==> config.mk <==
export PLATFORM = sky130hd
export DESIGN_NAME = lcg_seed_engine
export DESIGN_NICKNAME = d
export VERILOG_FILES = /design/src/rtl/lcg_seed_pkg.sv /design/src/rtl/lcg_mulmod.sv /design/src/rtl/lcg_seq_ctrl.sv /design/src/rtl/lcg_word_reg.sv /design/src/rtl/lcg_seed_engine.sv
export SDC_FILE = /design/constraint.sdc
export NUM_CORES = 1
export LEC_CHECK = 0
export BUFFER_PORTS_ARGS = -buffer_cell sky130_fd_sc_hd__buf_2
export CAP_MARGIN = 20
export CORE_MARGIN = 3
export CORE_UTILIZATION = 25
export CTS_CLUSTER_DIAMETER = 40
export DETAILED_ROUTE_END_ITERATION = 7
export MAX_ROUTING_LAYER = met4
export PLACE_DENSITY = 0.48
export SLEW_MARGIN = 20
export SYNTH_ARGS = -nofsm -noshare
export SYNTH_HDL_FRONTEND = slang
export SYNTH_HIERARCHICAL = 1
export SYNTH_SLANG_ARGS = --single-unit
==> constraint.sdc <==
create_clock -name clk -period 9.53 [get_ports clk]
set_input_delay 1.906 -clock clk [delete_from_list [all_inputs] [get_ports clk]]
set_output_delay 1.906 -clock clk [all_outputs]
set_load 0.005 [all_outputs]
==> src/rtl/lcg_seed_pkg.sv <==
package lcg_seed_pkg;

  localparam int unsigned DEF_WORD_W = 32;
  localparam int unsigned DEF_NWORDS = 31;
  localparam int unsigned DEF_MULT   = 16807;

  // A zero seed would pin every word at zero; substitute 1 instead.
  function automatic logic [DEF_WORD_W-1:0] seed_fix(input logic [DEF_WORD_W-1:0] s);
    return (s == '0) ? DEF_WORD_W'(1) : s;
  endfunction

endpackage

==> src/rtl/lcg_mulmod.sv <==
module lcg_mulmod #(
  parameter int unsigned WORD_W = 32,
  parameter int unsigned MULT   = 16807
) (
  input  logic [WORD_W-1:0] x_i,
  output logic [WORD_W-1:0] y_o
);
  localparam int unsigned MW   = $clog2(MULT + 1);
  localparam int unsigned PW   = WORD_W + MW;
  localparam int unsigned MODW = WORD_W - 1;
  localparam logic [PW-1:0] MODV = PW'({MODW{1'b1}});

  logic [PW-1:0] prod;
  logic [PW-1:0] lo_part;
  logic [PW-1:0] hi_part;
  logic [PW-1:0] folded;
  logic [PW-1:0] reduced;

  // The 2^MODW weight of the upper bits is congruent to 1, so they fold onto the low bits.
  always_comb begin
    prod    = PW'(x_i) * PW'(MULT);
    lo_part = PW'(prod[MODW-1:0]);
    hi_part = prod >> MODW;
    folded  = lo_part + hi_part;
    reduced = (folded >= MODV) ? (folded - MODV) : folded;
  end

  assign y_o = WORD_W'(reduced);

endmodule

==> src/rtl/lcg_seq_ctrl.sv <==
module lcg_seq_ctrl #(
  parameter int unsigned NWORDS = 31,
  parameter int unsigned IDX_W  = 5
) (
  input  logic             clk,
  input  logic             rst_n,
  input  logic             start_i,
  output logic             accept_o,
  output logic             step_o,
  output logic             busy_o,
  output logic             done_o,
  output logic [IDX_W-1:0] idx_o
);
  localparam logic [IDX_W-1:0] PENULT = IDX_W'(NWORDS - 2);

  logic             busy_q;
  logic             done_q;
  logic [IDX_W-1:0] idx_q;

  assign accept_o = start_i && (!busy_q || done_q);
  assign step_o   = busy_q && !done_q;

  always_ff @(posedge clk or negedge rst_n) begin
    if (!rst_n) begin
      busy_q <= 1'b0;
      done_q <= 1'b0;
      idx_q  <= '0;
    end else if (accept_o) begin
      busy_q <= 1'b1;
      done_q <= 1'b0;
      idx_q  <= '0;
    end else if (done_q) begin
      busy_q <= 1'b0;
      done_q <= 1'b0;
      idx_q  <= '0;
    end else if (step_o) begin
      idx_q  <= idx_q + IDX_W'(1);
      done_q <= (idx_q == PENULT);
    end
  end

  assign busy_o = busy_q;
  assign done_o = done_q;
  assign idx_o  = idx_q;

endmodule

==> src/rtl/lcg_word_reg.sv <==
module lcg_word_reg
  import lcg_seed_pkg::*;
#(
  parameter int unsigned WORD_W = DEF_WORD_W,
  parameter int unsigned MULT   = DEF_MULT
) (
  input  logic              clk,
  input  logic              rst_n,
  input  logic              load_i,
  input  logic              step_i,
  input  logic [WORD_W-1:0] seed_i,
  output logic [WORD_W-1:0] word_o
);
  logic [WORD_W-1:0] word_q;
  logic [WORD_W-1:0] next_w;
  logic [WORD_W-1:0] seed_w;

  lcg_mulmod #(.WORD_W(WORD_W), .MULT(MULT)) u_mulmod (
    .x_i (word_q),
    .y_o (next_w)
  );

  generate
    if (WORD_W == DEF_WORD_W) begin : g_pkg_fix
      assign seed_w = seed_fix(seed_i);
    end else begin : g_local_fix
      assign seed_w = (seed_i == '0) ? WORD_W'(1) : seed_i;
    end
  endgenerate

  always_ff @(posedge clk or negedge rst_n) begin
    if (!rst_n)      word_q <= '0;
    else if (load_i) word_q <= seed_w;
    else if (step_i) word_q <= next_w;
  end

  assign word_o = word_q;

endmodule

==> src/rtl/lcg_seed_engine.sv <==
module lcg_seed_engine
  import lcg_seed_pkg::*;
#(
  parameter int unsigned WORD_W = DEF_WORD_W,
  parameter int unsigned NWORDS = DEF_NWORDS,
  parameter int unsigned MULT   = DEF_MULT,
  parameter int unsigned IDX_W  = $clog2(NWORDS)
) (
  input  logic              clk,
  input  logic              rst_n,
  input  logic              start_i,
  input  logic [WORD_W-1:0] seed_i,
  output logic              busy_o,
  output logic              word_vld_o,
  output logic [IDX_W-1:0]  word_idx_o,
  output logic [WORD_W-1:0] word_o,
  output logic              done_o
);
  // Named internal events, visible to the bound checker.
  logic accept_w;
  logic step_w;
  logic busy_w;

  lcg_seq_ctrl #(.NWORDS(NWORDS), .IDX_W(IDX_W)) u_ctrl (
    .clk      (clk),
    .rst_n    (rst_n),
    .start_i  (start_i),
    .accept_o (accept_w),
    .step_o   (step_w),
    .busy_o   (busy_w),
    .done_o   (done_o),
    .idx_o    (word_idx_o)
  );

  lcg_word_reg #(.WORD_W(WORD_W), .MULT(MULT)) u_word (
    .clk    (clk),
    .rst_n  (rst_n),
    .load_i (accept_w),
    .step_i (step_w),
    .seed_i (seed_i),
    .word_o (word_o)
  );

  assign busy_o     = busy_w;
  assign word_vld_o = busy_w;

endmodule

---- Word-level counts from Yosys, hierarchy flattened ----
Cells that the tools add are included.
storage, ports and cells
  register bits after elaboration ......... 39
  bits of input ports ..................... 35
  output and inout bits ................... 40
  logic and storage cells ................. 31
operators by class
  add/subtract/negate cells ............... 3
  multiply operators ...................... 1
  order comparisons ....................... 1
  equal/unequal tests ..................... 1
  mux-type cells .......................... 12
  reductions and logical operators ........ 9
operator list
  operator                  count
  $mux W32                  4
  $mul A32 B15 Y47 const B  1
  $add A31 B16 Y32          1
  $ge A32 B31 Y1 const B    1
  $logic_not A32 Y1         1
  $sub A32 B31 Y32 const B  1
  $mux W5                   3
  $add A5 B1 Y5 const B     1
  $eq A5 B5 Y1 const B      1
  $mux W1                   5
  $reduce_bool A2 Y1        2
  $reduce_bool A3 Y1        1
  $logic_and A1 B1 Y1       2
  $logic_not A1 Y1          2
  $logic_or A1 B1 Y1        1

---- Logic depth before layout (Yosys ltp) ----
  depth in word-level cells ............... 6
  depth in mapped cells ................... 43

---- Cells and area by module ----
The synthesis kept the hierarchy.
by module, submodules not included
  module           instances  cells each  area each (um^2)
  lcg_mulmod       1          1211        10124.7
  lcg_word_reg     1          150         1555.2
  lcg_seq_ctrl     1          33          351.6
  lcg_seed_engine  1          1           7.5

---- Least setup slack after synthesis ----
OpenSTA, ideal clock, no wires.
  kind .................................... register to register
  from .................................... reg u_word.word_q[13], in the netlist u_word/word_o[13]
  to ...................................... reg u_word.word_q[9], in the netlist u_word/word_o[9]
  library setup time ...................... 0.132 ns
  arrival ................................. 9.622 ns
  data required time ...................... 9.398 ns
  setup slack ............................. -0.224 ns
  stages on the path, launching flop included .. 44
  path buffers ............................ 3
  clock period less this slack ............ 9.754 ns
  cell sequence ........................... dfrtp_1 > inv_1 > fa_1 > inv_1 > ha_1 > inv_1 > fa_1 > fa_1 > inv_1 > fa_1 > inv_1 > fa_1 > inv_1 > ha_1 > buf_2 > a21oi_4 > o21ai_0 > a211oi_1 > [8 not listed] > xnor2_1 > ha_1 > clkbuf_1 > and3_1 > and2_1 > and4_1 > o31a_1 > nor2_1 > or3b_1 > a2111o_1 > nor3_2 > nand4_2 > o31ai_4 > buf_6 > nand4_1 > xnor2_1 > mux2i_1 > o21ai_1
on the way
  word-level cells in the longest chain between the ends .. 6
RTL lines
  element                                                    RTL line            RTL
  from (decl)                                                lcg_word_reg.sv:14  logic [WORD_W-1:0] word_q;
  from (signal assigned)                                     lcg_word_reg.sv:33  else if (load_i) word_q <= seed_w;
  from (signal assigned)                                     lcg_word_reg.sv:34  else if (step_i) word_q <= next_w;
  $mul A32 B15 Y47 (*)                                       lcg_mulmod.sv:21    prod = PW'(x_i) * PW'(MULT);
  $add A31 B16 Y32 (*)                                       lcg_mulmod.sv:24    folded = lo_part + hi_part;
  $sub A32 B31 Y32 / $ge A32 B31 Y1 (equally long branches)  lcg_mulmod.sv:25    reduced = (folded >= MODV) ? (folded - MODV) : folded;
  $mux W32 (*)                                               lcg_mulmod.sv:25
  named net u_word.next_w[9]                                 lcg_word_reg.sv:15  logic [WORD_W-1:0] next_w;
  $mux W32 (*)                                               lcg_word_reg.sv:34
  $mux W32 (*)                                               lcg_word_reg.sv:33
Mark *: on every way through the listed nets, which the timed path passes. The rest lies on a longest branch. The select of a mux whose other input is x is not followed.
A chain may end at the register's enable or synchronous reset.

---- Worst setup path in the final report ----
Same ends and word-level chain as after synthesis.

==> impl_metrics.ini <==
[route]
wl_mm = 40.9
drt_iter0_markers = 612
drcViolationCount = 0
firstDrtPassIters = 5
ant_nets = 0
vias = 11000
wire_per_inst_um = 17.7
vias_per_cell = 4.76

[synthesis]
synth_edf_count = 0
yosysUniqueCellTypes = 77
syn_avg_cell_area_um2 = 8.63
synth_seq_cells = 39
synth_ff_type = dfrtp_1
synth_top_area_frac = 0.231
syn_nets = 1780
netlist_instances = 1395
synthTopCellsByCount = inv_1, ha_1, fa_1
synth_area_leaders = fa_1, ha_1, inv_1, dfrtp_1, xnor2_1
yosysTopAreaCell = fa_1
synth.yosys.warnings = 6
async_flop_share = 1.00
syn_area_um2 = 12000
yosysSeqAreaShare = 0.0811
yosysMostFrequentCell = inv_1

[placed_design]
port_buffers = 74
place_congestion = 0.911
dp.final_hpwl_mm = 35.1

[cts]
cts_max_level = 2
clockRootBuffer = clkbuf_16
cts_num_sinks = 39
numCtsBuffers = 5
clk_path_buf_depth = 2
clk_latency_ns = 0.30
cts_tree = yes
ctsHoldBuffers = 0
path_clk_slew_ns = 0.07

[worst_setup_path]
crit_arrival_ns = 9.63
endpoint_kind = flip-flop
required_ns = 9.74
cp.buffers_inverters = 9
cp-start-kind = flip-flop
cp_slowest_cell = fa_1
path_common_cell = fa_1
worstPathMaxFanout = 5
worstSetupPathType = reg -> reg
path_delay_family = adder cells
cpPeakStageDelay_ns = 0.54

[die]
initial_core_util = 0.256
num_rows = 79
pin_count = 75
dieArea_um2 = 50800
die_w_um = 225
die_y_um = 225
coreArea_um2 = 47100

[sta]
hold_violations = 0
min_period_ns = 9.41
max_slew_margin = 0.391
skew_ns = 0.00843
worst_slew_pin_slew_ns = 0.908
finalCritPeriodShare = 0.988
hold_ws_ns = 0.531
drv_slew = 0
finalSetupViolCount = 0
rsz0062_at_grt = true
max_freq_ghz = 0.106

[finish]
syn_to_final_growth_pct = 32.9
nets = 2088
num_antenna_cells = 0
drive_gt1_frac = 0.296
fillers = 4991

[grt]
grt_pass1_vias = 11300
track_usage = 0.167
grt_max_degree = 51
grt_overflow_total = 0
antenna_found_initial = 0
grt_pass1_wl_mm = 64.0

[status]
run_status = finished, final reports clean

[min_path]
hold_path.class = reg -> reg

[flow_run]
drv_cap = 0
area by class of cell:
type	count	area [um2]	share of cell area
Multi-Input combinational cell	1028	10600	0.662
Timing Repair Buffer	332	2410	0.150
Inverter	297	1110	0.0697
Sequential cell	39	977	0.0611
Tap cell	607	759	0.0475
Clock buffer	5	125	0.00782
Clock inverter	3	20.0	0.00125
routing by layer:
layer	share of wire	track usage	routed length, um	vias to the layer above
li1	-	-	-	5298
met2	0.48	0.279	19800	157
met5	0	-	0	-
met3	0.021	0.00860	864	39
met1	0.47	0.224	19200	5511
met4	0.026	0.0396	1080	0
repair_timing:
action,CTS,global route
buffers inserted,11,25
gates resized for setup,67,129
pin swaps,46,107
cloned,1,0
setup endpoints to repair,32,32
hold endpoints to repair,0,0
state kept, by name, indices dropped and copies added (netlist names):
name           flops
u_ctrl/idx_o       5
u_ctrl/done_o      1
u_ctrl/busy_o      1
u_word/word_o     32
metrics by stage:
| step | area (um2) | util | setup TNS (ns) | std cells | setup WS [ns] |
|---|---|---|---|---|---|
| 2_1_floorplan | 12100 | - | 0 | 1395 | 0.0765 |
| 3_3_place_gp | 14700 | 0.313 | -14.87 | 2268 | -0.670 |
| 3_5_place_dp | 14700 | 0.313 | -19.79 | 2268 | -0.794 |
| 4_1_cts | 15200 | 0.324 | 0 | 2287 | 0.00593 |
| 5_1_grt | 16000 | 0.340 | -4.66 | 2311 | -0.263 |
| 6_report | 16000 | 0.340 | 0 | 2311 | 0.117 |
path summary, 6_finish.rpt:
path / from / endpoint / slack, ns / cells past startpoint
setup / recovery: u_word/word_o[13]$_DFFE_PN0P_ / u_word/word_o[9]$_DFFE_PN0P_ / 0.12 / 41
hold / removal: u_ctrl/done_o$_DFF_PN0_ / u_ctrl/idx_o[2]$_DFFE_PN0P_ / 0.53 / 1
setup reg to reg: u_word/word_o[13]$_DFFE_PN0P_ / u_word/word_o[9]$_DFFE_PN0P_ / 0.12 / 41
hold reg to reg: u_ctrl/done_o$_DFF_PN0_ / u_ctrl/idx_o[2]$_DFFE_PN0P_ / 0.53 / 1
max in group asynchronous: rst_n / u_word/word_o[6]$_DFFE_PN0P_ / 7.48 / 1
min in group asynchronous: rst_n / u_ctrl/idx_o[1]$_DFFE_PN0P_ / 1.60 / 1
logic make-up (layout without fill, tap and decap cells):
family          Yosys count  after routing  share of synthesized area
compound gates          250            250                      0.141
fa+ha+maj               350            350                      0.450
buf+inv                 328            637                      0.107
flops                    39             39                     0.0811
xor+xnor                 74             74                     0.0538
simple gates            321            321                      0.140
mux                      33             33                     0.0275
placed cells by master, fill, tap and decap left out, drive strengths merged, types with 4 or more instances in the layout:
cell | netlist | routed
a211oi | 9 | 9
or3 | 9 | 9
xnor2 | 55 | 55
nand2 | 85 | 85
nand4 | 24 | 24
o311ai | 4 | 4
o21ai | 68 | 68
o21a | 10 | 10
dfrtp | 39 | 39
a21o | 26 | 26
nor2 | 54 | 54
nand3 | 34 | 34
o311a | 4 | 4
o21bai | 8 | 8
o31ai | 9 | 9
and2 | 17 | 17
fa | 139 | 139
and3 | 15 | 15
nor2b | 6 | 6
xor2 | 19 | 19
o211ai | 11 | 11
a21oi | 58 | 58
nor4 | 15 | 15
buf | 15 | 332
inv | 297 | 296
nor3 | 23 | 23
o31a | 5 | 5
and4 | 8 | 8
or2 | 4 | 4
nand2b | 14 | 14
ha | 211 | 211
clkbuf | 16 | 5
mux2i | 32 | 32
Power is not shown: default switching activity piles up to over one toggle a cycle in this logic, so the estimate is an artifact.
